--- src/rtl/sram_mon_pkg.sv ---
// Shared types and helpers for the byte-lane SRAM bus monitor.
// Assumes one sampling clock; all limits are converted to ticks by ceiling division.
package sram_mon_pkg;

    // Decoded bus mode, one value per sample.
    typedef enum logic [2:0] {
        MODE_DESEL   = 3'd0,
        MODE_OUT_OFF = 3'd1,
        MODE_READ    = 3'd2,
        MODE_WR_LO   = 3'd3,
        MODE_WR_HI   = 3'd4,
        MODE_WR_BOTH = 3'd5
    } bus_mode_e;

    // Number of timing rules; rule index i reports code i+1, lower code wins.
    localparam int NUM_RULES = 8;

    // Snapshot of the single-bit bus pins.
    typedef struct packed {
        logic sel_n;
        logic wr_n;
        logic out_en_n;
        logic hi_en_n;
        logic lo_en_n;
        logic host_drive;
    } pins_t;

    localparam pins_t PINS_IDLE = '{sel_n: 1'b1, wr_n: 1'b1, out_en_n: 1'b1,
                                    hi_en_n: 1'b1, lo_en_n: 1'b1, host_drive: 1'b0};

    // Round a nanosecond limit up to whole clock ticks.
    function automatic int ns_to_ticks(int ns, int period_ns);
        return (ns + period_ns - 1) / period_ns;
    endfunction

endpackage

--- src/rtl/sram_mode_decode.sv ---
// Decodes one pin snapshot into a bus mode, a write-active flag and a lane-active flag.
// Purely combinational; assumes active-low controls.
module sram_mode_decode
    import sram_mon_pkg::*;
(
    input  pins_t     pins,
    output bus_mode_e mode,
    output logic      wr_act,
    output logic      lane_any
);

    // Classify the snapshot by the select / write / output-enable / lane table.
    always_comb begin
        lane_any = !pins.hi_en_n || !pins.lo_en_n;
        wr_act   = !pins.sel_n && !pins.wr_n && lane_any;
        if (pins.sel_n) begin
            mode = MODE_DESEL;
        end else if (!pins.wr_n) begin
            case ({pins.hi_en_n, pins.lo_en_n})
                2'b00:   mode = MODE_WR_BOTH;
                2'b10:   mode = MODE_WR_LO;
                2'b01:   mode = MODE_WR_HI;
                default: mode = MODE_OUT_OFF;
            endcase
        end else if (!pins.out_en_n && lane_any) begin
            mode = MODE_READ;
        end else begin
            mode = MODE_OUT_OFF;
        end
    end

endmodule

--- src/rtl/sram_tick_counter.sv ---
// Saturating run-length counter: counts consecutive samples while run is high,
// returns to zero when run drops, and loads one when restart is raised.
module sram_tick_counter #(
    parameter int W = 16
) (
    input  logic         clk,
    input  logic         rst_n,
    input  logic         run,
    input  logic         restart,
    output logic [W-1:0] count
);

    localparam logic [W-1:0] TOP = '1;

    // Advance, restart or drop the run length each clock.
    always_ff @(posedge clk) begin
        if (!rst_n) begin
            count <= '0;
        end else if (restart) begin
            count <= W'(1);
        end else if (!run) begin
            count <= '0;
        end else if (count != TOP) begin
            count <= count + 1'b1;
        end
    end

endmodule

--- src/rtl/sram_viol_latch.sv ---
// Holds the first violation seen after reset or clear. Among rules that fire
// together the lowest index (lowest code) is chosen. Clear takes precedence.
module sram_viol_latch
    import sram_mon_pkg::*;
#(
    parameter int N = NUM_RULES,
    parameter int W = 16
) (
    input  logic                clk,
    input  logic                rst_n,
    input  logic                clr,
    input  logic [N-1:0]        hit,
    input  logic [N-1:0][W-1:0] ticks,
    output logic                flag,
    output logic [3:0]          code,
    output logic [W-1:0]        held_ticks
);

    logic [3:0]   pick_code;
    logic [W-1:0] pick_ticks;

    // Priority pick: scanning downward leaves the lowest firing index.
    always_comb begin
        pick_code  = '0;
        pick_ticks = '0;
        for (int i = N - 1; i >= 0; i--) begin
            if (hit[i]) begin
                pick_code  = 4'(i + 1);
                pick_ticks = ticks[i];
            end
        end
    end

    // Sticky record, released only by reset or clear.
    always_ff @(posedge clk) begin
        if (!rst_n || clr) begin
            flag       <= 1'b0;
            code       <= '0;
            held_ticks <= '0;
        end else if (!flag && (|hit)) begin
            flag       <= 1'b1;
            code       <= pick_code;
            held_ticks <= pick_ticks;
        end
    end

endmodule

--- src/rtl/sram_bus_monitor.sv ---
// Passive timing monitor for an asynchronous byte-lane SRAM bus.
// Samples all pins each clock, measures run lengths in ticks, checks write-end,
// cycle, address-stability and bus-contention rules, and latches the first miss.
// Assumes the pins are synchronous to clk; data contents are not examined.
module sram_bus_monitor
    import sram_mon_pkg::*;
#(
    parameter int ADDR_W  = 16,
    parameter int CNT_W   = 16,
    parameter int CLK_NS  = 10,
    parameter int AW_NS   = 160,
    parameter int SEL_NS  = 160,
    parameter int PWE_NS  = 160,
    parameter int LANE_NS = 160,
    parameter int SD_NS   = 160,
    parameter int CYC_NS  = 200,
    parameter int HZWE_NS = 50,
    parameter int LZOE_NS = 20
) (
    input  logic              clk,
    input  logic              rst_n,
    input  logic              clr,
    input  logic              sel_n,
    input  logic              wr_n,
    input  logic              out_en_n,
    input  logic              hi_en_n,
    input  logic              lo_en_n,
    input  logic [ADDR_W-1:0] mem_addr,
    input  logic              host_drive,
    output logic [2:0]        bus_mode,
    output logic              bus_clash,
    output logic              viol_flag,
    output logic [3:0]        viol_code,
    output logic [CNT_W-1:0]  viol_ticks
);

    localparam logic [CNT_W-1:0] AW_T   = CNT_W'(ns_to_ticks(AW_NS,   CLK_NS));
    localparam logic [CNT_W-1:0] SEL_T  = CNT_W'(ns_to_ticks(SEL_NS,  CLK_NS));
    localparam logic [CNT_W-1:0] PWE_T  = CNT_W'(ns_to_ticks(PWE_NS,  CLK_NS));
    localparam logic [CNT_W-1:0] LANE_T = CNT_W'(ns_to_ticks(LANE_NS, CLK_NS));
    localparam logic [CNT_W-1:0] SD_T   = CNT_W'(ns_to_ticks(SD_NS,   CLK_NS));
    localparam logic [CNT_W-1:0] CYC_T  = CNT_W'(ns_to_ticks(CYC_NS,  CLK_NS));
    localparam logic [CNT_W-1:0] HZWE_T = CNT_W'(ns_to_ticks(HZWE_NS, CLK_NS));
    localparam logic [CNT_W-1:0] LZOE_T = CNT_W'(ns_to_ticks(LZOE_NS, CLK_NS));

    // Counter slots.
    localparam int NCNT   = 6;
    localparam int C_SEL  = 0;
    localparam int C_WR   = 1;
    localparam int C_LANE = 2;
    localparam int C_DRV  = 3;
    localparam int C_OE   = 4;
    localparam int C_ADDR = 5;

    pins_t             pin_now;
    pins_t             cur;
    logic [ADDR_W-1:0] cur_addr;
    logic [ADDR_W-1:0] prv_addr;
    logic              prv_sel_n;
    logic              prv_hi_n;
    logic              prv_lo_n;
    logic              wr_prv;

    bus_mode_e         mode_cur;
    logic              wr_cur;
    logic              lane_cur;

    assign pin_now = '{sel_n: sel_n, wr_n: wr_n, out_en_n: out_en_n,
                       hi_en_n: hi_en_n, lo_en_n: lo_en_n, host_drive: host_drive};

    // Capture the current sample of every pin.
    always_ff @(posedge clk) begin
        if (!rst_n) begin
            cur      <= PINS_IDLE;
            cur_addr <= '0;
        end else begin
            cur      <= pin_now;
            cur_addr <= mem_addr;
        end
    end

    // Keep the bits of the previous sample that edge detection needs.
    always_ff @(posedge clk) begin
        if (!rst_n) begin
            prv_addr  <= '0;
            prv_sel_n <= 1'b1;
            prv_hi_n  <= 1'b1;
            prv_lo_n  <= 1'b1;
            wr_prv    <= 1'b0;
        end else begin
            prv_addr  <= cur_addr;
            prv_sel_n <= cur.sel_n;
            prv_hi_n  <= cur.hi_en_n;
            prv_lo_n  <= cur.lo_en_n;
            wr_prv    <= wr_cur;
        end
    end

    sram_mode_decode u_decode (
        .pins     (cur),
        .mode     (mode_cur),
        .wr_act   (wr_cur),
        .lane_any (lane_cur)
    );

    assign bus_mode = mode_cur;

    logic                        addr_chg;
    logic [NCNT-1:0]             run_v;
    logic [NCNT-1:0]             restart_v;
    logic [NCNT-1:0][CNT_W-1:0]  cnt_v;

    assign addr_chg  = (cur_addr != prv_addr);
    assign run_v     = {1'b1, !cur.out_en_n, cur.host_drive, lane_cur, !cur.wr_n, !cur.sel_n};
    assign restart_v = {addr_chg, {(NCNT-1){1'b0}}};

    // One run-length counter per measured signal.
    for (genvar g = 0; g < NCNT; g++) begin : g_cnt
        sram_tick_counter #(.W(CNT_W)) u_cnt (
            .clk     (clk),
            .rst_n   (rst_n),
            .run     (run_v[g]),
            .restart (restart_v[g]),
            .count   (cnt_v[g])
        );
    end

    logic                            wr_end;
    logic                            mem_drive;
    logic                            clash_now;
    logic [NUM_RULES-1:0]            hit;
    logic [NUM_RULES-1:0][CNT_W-1:0] hit_ticks;

    // Write end: first deassertion of select, write, or a lane that was active.
    assign wr_end = wr_prv && (cur.sel_n || cur.wr_n ||
                               (!prv_hi_n && cur.hi_en_n) ||
                               (!prv_lo_n && cur.lo_en_n));

    // Memory drive model: on after output-enable delay, lingers briefly after write falls.
    always_comb begin
        mem_drive = 1'b0;
        if (!cur.sel_n && !cur.out_en_n && lane_cur) begin
            mem_drive = cur.wr_n ? (cnt_v[C_OE] >= LZOE_T) : (cnt_v[C_WR] < HZWE_T);
        end
        clash_now = mem_drive && cur.host_drive;
    end

    // Rule evaluation, index i reports code i+1.
    always_comb begin
        hit[0] = wr_end && (cnt_v[C_ADDR] < AW_T);
        hit[1] = wr_end && (cnt_v[C_SEL]  < SEL_T);
        hit[2] = wr_end && (cnt_v[C_WR]   < PWE_T);
        hit[3] = wr_end && (cnt_v[C_LANE] < LANE_T);
        hit[4] = wr_end && (cnt_v[C_DRV]  < SD_T);
        hit[5] = addr_chg && !cur.sel_n && !prv_sel_n && (cnt_v[C_ADDR] < CYC_T);
        hit[6] = addr_chg && wr_cur && wr_prv;
        hit[7] = clash_now;
        hit_ticks[0] = cnt_v[C_ADDR];
        hit_ticks[1] = cnt_v[C_SEL];
        hit_ticks[2] = cnt_v[C_WR];
        hit_ticks[3] = cnt_v[C_LANE];
        hit_ticks[4] = cnt_v[C_DRV];
        hit_ticks[5] = cnt_v[C_ADDR];
        hit_ticks[6] = cnt_v[C_ADDR];
        hit_ticks[7] = cur.wr_n ? cnt_v[C_OE] : cnt_v[C_WR];
    end

    // Per-sample contention pulse.
    always_ff @(posedge clk) begin
        if (!rst_n) begin
            bus_clash <= 1'b0;
        end else begin
            bus_clash <= clash_now;
        end
    end

    sram_viol_latch #(.N(NUM_RULES), .W(CNT_W)) u_latch (
        .clk        (clk),
        .rst_n      (rst_n),
        .clr        (clr),
        .hit        (hit),
        .ticks      (hit_ticks),
        .flag       (viol_flag),
        .code       (viol_code),
        .held_ticks (viol_ticks)
    );

endmodule

--- config.mk ---
export PLATFORM = sky130hd
export DESIGN_NAME = sram_bus_monitor
export DESIGN_NICKNAME = d
export VERILOG_FILES = /design/src/rtl/sram_mon_pkg.sv /design/src/rtl/sram_mode_decode.sv /design/src/rtl/sram_tick_counter.sv /design/src/rtl/sram_viol_latch.sv /design/src/rtl/sram_bus_monitor.sv
export SDC_FILE = /design/constraint.sdc
export NUM_CORES = 1
export LEC_CHECK = 0
export CAP_MARGIN = 20
export CORE_MARGIN = 2
export CORE_UTILIZATION = 25
export DETAILED_ROUTE_END_ITERATION = 8
export PLACE_DENSITY = 0.41
export SLEW_MARGIN = 15
export SYNTH_ARGS = -nofsm -noshare
export SYNTH_HDL_FRONTEND = slang
export SYNTH_HIERARCHICAL = 1
export SYNTH_SLANG_ARGS = --single-unit
--- constraint.sdc ---
create_clock -name clk -period 3.3 [get_ports clk]
set_clock_uncertainty 0.1 [all_clocks]
set_input_delay 0.99 -clock clk [delete_from_list [all_inputs] [get_ports clk]]
set_output_delay 0.99 -clock clk [all_outputs]
set_load 0.01 [all_outputs]
==> results of run 1 <==
==> layout make-up <==
type | instances | share of cell area (%)
flip-flops and latches | 160 | 30.8
clock inverters | 13 | 1.39
multi-input cells | 753 | 47.6
inverters | 29 | 1.05
diodes | 1 | 0.0240
repair buffers | 118 | 9.64
well taps | 448 | 5.39
clock buffers | 19 | 4.16
==> flip-flops by register name, indices dropped and copies added, names as in the netlist <==
register	cells
wr_prv	1
prv_lo_n	1
g_cnt.u_cnt/count	96
u_latch/held_ticks	16
prv_hi_n	1
prv_addr	16
u_latch/flag	1
cur_addr	16
cur	6
u_latch/code	4
bus_clash	1
prv_sel_n	1
==> layout by cell type (no fill, tap or decap), types with 17 or more instances in the layout <==
cell	n
a21oi_1	55
nor2_1	47
a31oi_1	21
or4_1	37
clkdlybuf4s50_1	48
nand3_1	47
inv_1	28
nand3b_1	19
nand4_1	33
nor3_1	27
nor4_1	37
o211ai_1	27
nand2_1	74
clkbuf_16	17
conb_1	18
dfxtp_1	160
buf_4	69
and2_1	34
o21ai_0	29
==> critical path: stages, from the launching register on <==
cell	delay [ns]
dfxtp_1	0.31
xor2_1	0.15
nor4_1	0.31
nand4_1	0.37
and3_1	0.47
nor4_2	0.39
buf_4	0.22
a21o_1	0.19
nor2_1	0.17
a311oi_1	0.31
==> per-stage QoR <==
stage                     utilization, %  area [um2]  hold slack, ns  setup slack (ns)  cells
after floorplan                        -        8510           0.350             0.711    991
after global placement              29.4        9810           0.359            0.0892   1508
after detailed placement            29.4        9810           0.365             0.156   1508
after CTS                           31.1       10400           0.383             0.144   1540
after global routing                31.2       10400           0.389           0.00519   1540
final                               31.2       10400           0.378             0.192   1541
==> path summary, 6_finish.rpt <==
| kind | from | endpoint | slack, ns |
|---|---|---|---|
| setup reg to reg | prv_addr[4] | u_latch/held_ticks[2] | 0.19 |
| hold reg to reg | cur_addr[0] | prv_addr[0] | 0.38 |
| hold / removal | cur_addr[0] | prv_addr[0] | 0.38 |
| setup / recovery | prv_addr[4] | u_latch/held_ticks[2] | 0.19 |
==> power by group through the flow <==
stage,registers [mW],logic (mW),clock network [mW]
2_1_floorplan,2.04,0.121,0
3_3_place_gp,2.05,0.217,0
3_5_place_dp,2.05,0.217,0
4_1_cts,2.00,0.218,2.06
5_1_grt,2.00,0.241,2.15
6_report,2.00,0.217,2.01
==> what timing repair did <==
action / CTS / global route
endpoints found under the hold margin: 0 / 0
resized for setup: 0 / 2
endpoints found under the setup margin: 0 / 4
hold buffers: 0 / 0
==> per-layer routing <==
layer / up-vias / part of all wire (%) / routed length, um / global-route usage (%)
met1: 3892 / 49 / 14100 / 23.2
met5: - / 0 / 0 / 0
met3: 24 / 4.2 / 1240 / 3.09
met2: 211 / 46 / 13400 / 26.7
li1: 3991 / - / - / -
met4: 0 / 1.2 / 363 / 4.36
==> logic make-up after synthesis <==
group	share of synthesized area, %
AND/OR/NAND/NOR	30.9
multiplexers	2.13
XOR/XNOR	2.90
other	0.0889
adder cells (fa/ha/maj)	0.889
buffers and inverters	4.37
AO/OA/AOI/OAI	20.7
flip-flops	37.9
==> flow_metrics.tcl, run 1 <==
set metrics [dict create \
    p_seq_share_pct 47.4 \
    rows 67 \
    drv_cap 0 \
    clock_power_share_pct 47.5 \
    hold_depth 1 \
    routed_wl_um 29100 \
    critical_path_class "reg -> reg" \
    postSynthAreaPerCell_um2 8.66 \
    fin_crit_ns 3.11 \
    yosys_warnings 6 \
    htreeDepth 4 \
    setup.worst_path.start_class "register" \
    avgRoutedWirePerCell_um 18.9 \
    crit_arrival_ns 3.34 \
    dieArea_um2 35300 \
    drcViolationCount 0 \
    hold_viol_final 0 \
    place_hpwl_um 21500 \
    drtPass1Iterations 7 \
    status "finished, final reports clean" \
    cp-end-kind "register" \
    synth_edf_count 0 \
    max_freq_ghz 0.322 \
    synth_top_area_share_pct 37.9 \
    comb_power_share_pct 5.1 \
    io_buffers 49 \
    relSlewSlack_pct 45.6 \
    pwr_density_cell_nw_per_um2 406 \
    grt_pass1_vias 7671 \
    grt_antenna_before_repair 0 \
    cellInternalPower_mw 3.14 \
    rsz0062_at_grt "no" \
    drive_gt1_share_pct 13.3 \
    worstRegToRegCells 9 \
    netSwitchingFraction_pct 25.7 \
    vias 8118 \
    synth_common_cells "dfxtp_1 (160), nand2_1 (74), a21oi_1 (55)" \
    ys_ff_latch 160 \
    p_sw_mw 1.08 \
    start_util_pct 25.3 \
    timing.final.crit_share_pct 94.2 \
    regArea_um2 3200 \
    setup_tns_ns 0 \
    critPathMaxFanout 11 \
    gp_congestion 0.865 \
    clk_path_buf_depth 2 \
    total_power_mw 4.22 \
    cts-root-buf "clkbuf_16" \
    p_leak_nw 3.67 \
    core_area_um2 33400 \
    clkTransAtPathRegs_ns 0.07 \
    synthArstFlopShare_pct 0 \
    globalRouteOverflowTotal 0 \
    num_io_pins 50 \
    fillers 3601 \
    hp-class "reg -> reg" \
    grt_max_degree 32 \
    drt_iter0_drc 656 \
    synth_most_common_cell "dfxtp_1" \
    grt_usage_pct 16.7 \
    die_h_um 188 \
    synth_area_leaders "dfxtp_1 (38%), nand2_1 (3.3%), or4_1 (3.3%)" \
    synth_area_um2 8450 \
    required_ns 3.54 \
    synth.yosys.seq_area_share_pct 37.9 \
    dieWidth_um 188 \
    antenna_left 0 \
    cts_buffers 17 \
    multi_input_area_um2 4950 \
    synth.largest_area_cell "dfxtp_1" \
    cts_tree "built" \
    area_growth_pct 23.2 \
    worstMarginPinSlew_ns 0.809 \
    synthFlopType "dfxtp_1" \
    synth_cell_types 64 \
    cts_setup_buffers 0 \
    grt_pass1_wl_um 46000 \
    peakVddDrop_mv 0.348 \
    worstSkewPairLatency_ns 0.45 \
    syn_inst 975 \
    cts.sinks 160 \
    finalSetupViolCount 0 \
    slew_violations 0 \
    viasPerCell 5.27 \
    nets 1110 \
]
Note: power is estimated with default switching activity, not from simulation.
==> inputs of run 2 (changes only) <==
--- a/config.mk
+++ b/config.mk
@@ -9,7 +9,7 @@
 export CORE_MARGIN = 2
 export CORE_UTILIZATION = 25
 export DETAILED_ROUTE_END_ITERATION = 8
-export PLACE_DENSITY = 0.41
+export PLACE_DENSITY_LB_ADDON = 0.05
 export SLEW_MARGIN = 15
 export SYNTH_ARGS = -nofsm -noshare
 export SYNTH_HDL_FRONTEND = slang
==> run 2 against run 1 <==
Flip-flop and latch count unchanged. Fmax increased by 0.97%. Sequential power about the same. First-iteration DRC count decreased by 14%. Critical path depth unchanged. Power increased by 1.3%. Setup slack improved by 0.030 ns. Count of clock-buffer cells in the layout increased by 1.
==> flow_metrics.tcl, run 2 (same netlist as run 1, synthesis figures left out) <==
set metrics [dict create \
    worstRegToRegCells 9 \
    gp_congestion 0.901 \
    cellInternalPower_mw 3.20 \
    routed_wl_um 31000 \
    avgRoutedWirePerCell_um 20.1 \
    io_buffers 49 \
    finalSetupViolCount 0 \
    cts.sinks 160 \
    drive_gt1_share_pct 13.4 \
    dieWidth_um 188 \
    drv_cap 0 \
    clkTransAtPathRegs_ns 0.08 \
    r2r_slack_ns 0.22 \
    place_hpwl_um 23000 \
    hold_depth 1 \
    area_growth_pct 23.5 \
    p_sw_mw 1.07 \
    drtPass1Iterations 7 \
    setup.worst_path.start_class "register" \
    drcViolationCount 0 \
    nets 1113 \
    layout_setup_ws_ns 0.222 \
    total_power_mw 4.28 \
    dieArea_um2 35300 \
    grt_usage_pct 17.9 \
    cts_setup_buffers 0 \
    r2r-start "prv_addr[3]" \
    timing.final.crit_share_pct 93.3 \
    rsz0062_at_grt "no" \
    p_leak_nw 3.69 \
    pre_cts_slack_ns 0.260 \
    fillers 3619 \
    cp-end-kind "register" \
    grt_pass1_wl_um 48000 \
    cpPeakStageDelay_ns 0.61 \
    placed_area_um2 9840 \
    num_io_pins 50 \
    comb_power_share_pct 5.1 \
    grt_pass1_vias 7737 \
    regMostFlops "g_cnt.u_cnt/count" \
    viasPerCell 5.25 \
    holdPathEnd "prv_addr[7]" \
    worstHoldStart "cur_addr[7]" \
    antenna_left 0 \
    clock_power_share_pct 48.1 \
    relSlewSlack_pct 41.2 \
    cts_buffers 17 \
    required_ns 3.55 \
    final_cell_mix "dfxtp_1 (160), nand2_1 (74), buf_4 (72)" \
    worstMarginPinSlew_ns 0.874 \
    drt_iter0_drc 562 \
    setup_tns_ns 0 \
    cts-root-buf "clkbuf_16" \
    rows 67 \
    largest_reg_flops 96 \
    vias 8108 \
    design_area_um2 10400 \
    max_freq_ghz 0.325 \
    crit_arrival_ns 3.33 \
    p_seq_share_pct 46.8 \
    cp_slowest_cell "nor2b_1" \
    htreeDepth 4 \
    critPathMaxFanout 10 \
    start_util_pct 25.3 \
    hp-class "reg -> reg" \
    fin_crit_ns 3.08 \
    peakVddDrop_mv 0.354 \
    crit_chain "xor2_1 > nor4_1 > nand4_1 > buf_4 > and4b_1 > nor2b_1 > a221oi_1 > a211o_1 > a311oi_1" \
    hold_viol_final 0 \
    critical_path_class "reg -> reg" \
    worstSkewPairLatency_ns 0.45 \
    die_h_um 188 \
    grt_max_degree 34 \
    globalRouteOverflowTotal 0 \
    core_area_um2 33400 \
    status "finished, final reports clean" \
    grt_antenna_before_repair 2 \
    rr_endpoint "u_latch/held_ticks[1]" \
    slew_violations 0 \
    netSwitchingFraction_pct 25.1 \
    cts_tree "built" \
    hold_ws_ns 0.365 \
    clk_path_buf_depth 2 \
    final_common_cell "dfxtp_1" \
    pwr_density_cell_nw_per_um2 410 \
    diodes 0 \
]
-- run 2: repair_timing --
| item | 4_1_cts | 5_1_grt |
|---|---|---|
| resized for setup | 0 | 1 |
| hold endpoints to repair | 0 | 0 |
| hold buffers | 0 | 0 |
| endpoints found under the setup margin | 0 | 3 |
-- run 2: stage by stage --
stage          utilization, %  cells
5_1_grt                  31.3   1543
2_1_floorplan               -    991
6_report                 31.3   1543
3_3_place_gp             29.5   1511
3_5_place_dp             29.5   1511
4_1_cts                  31.2   1543
-- run 2: cell type report --
| cell class | instances | area (um2) | area share, % |
|---|---|---|---|
| clock inverter | 12 | 148 | 1.42 |
| sequential | 160 | 3200 | 30.7 |
| multi-input combinational | 753 | 4950 | 47.4 |
| clock buffer | 20 | 437 | 4.19 |
| inverter | 29 | 109 | 1.04 |
| tap | 448 | 561 | 5.37 |
| timing repair buffer | 121 | 1030 | 9.84 |
-- run 2: critical path, delay by kind of cell, from the launching register on --
family,cells,cell delay (ns)
AND/OR/NAND/NOR,4,1.44
AO/OA/AOI/OAI,3,0.79
buffers and inverters,1,0.20
XOR/XNOR,1,0.15
flip-flops,1,0.31
-- run 2: per-layer routing --
layer	share of wire [%]	track usage (%)	vias to the layer above
met3	4.2	3.50	35
met2	45	28.0	196
met1	49	24.5	3883
li1	-	-	3992
met4	1.9	6.24	2
met5	0.048	0	-
-- run 2: power groups by stage --
stage	clock, mW	combinational, mW	sequential, mW
2_1_floorplan	0	0.121	2.04
3_3_place_gp	0	0.219	2.05
3_5_place_dp	0	0.218	2.05
4_1_cts	2.14	0.218	2.00
5_1_grt	2.20	0.242	2.01
6_report	2.05	0.218	2.00
-- run 2: worst max-delay path by stage --
stage / to / slack, ns / start / cells after the start
finish: u_latch/held_ticks[1] / 0.22 / prv_addr[3] / 9
global route: u_latch/held_ticks[15] / 0.08 / prv_addr[3] / 9
CTS: bus_mode[0] / 0.21 / cur[4] / 3
detailed placement: u_latch/held_ticks[9] / 0.26 / g_cnt[5].u_cnt/count[13] / 7
global placement: u_latch/held_ticks[9] / 0.30 / g_cnt[5].u_cnt/count[13] / 7
floorplan: u_latch/held_ticks[12] / 0.71 / cur_addr[2] / 9
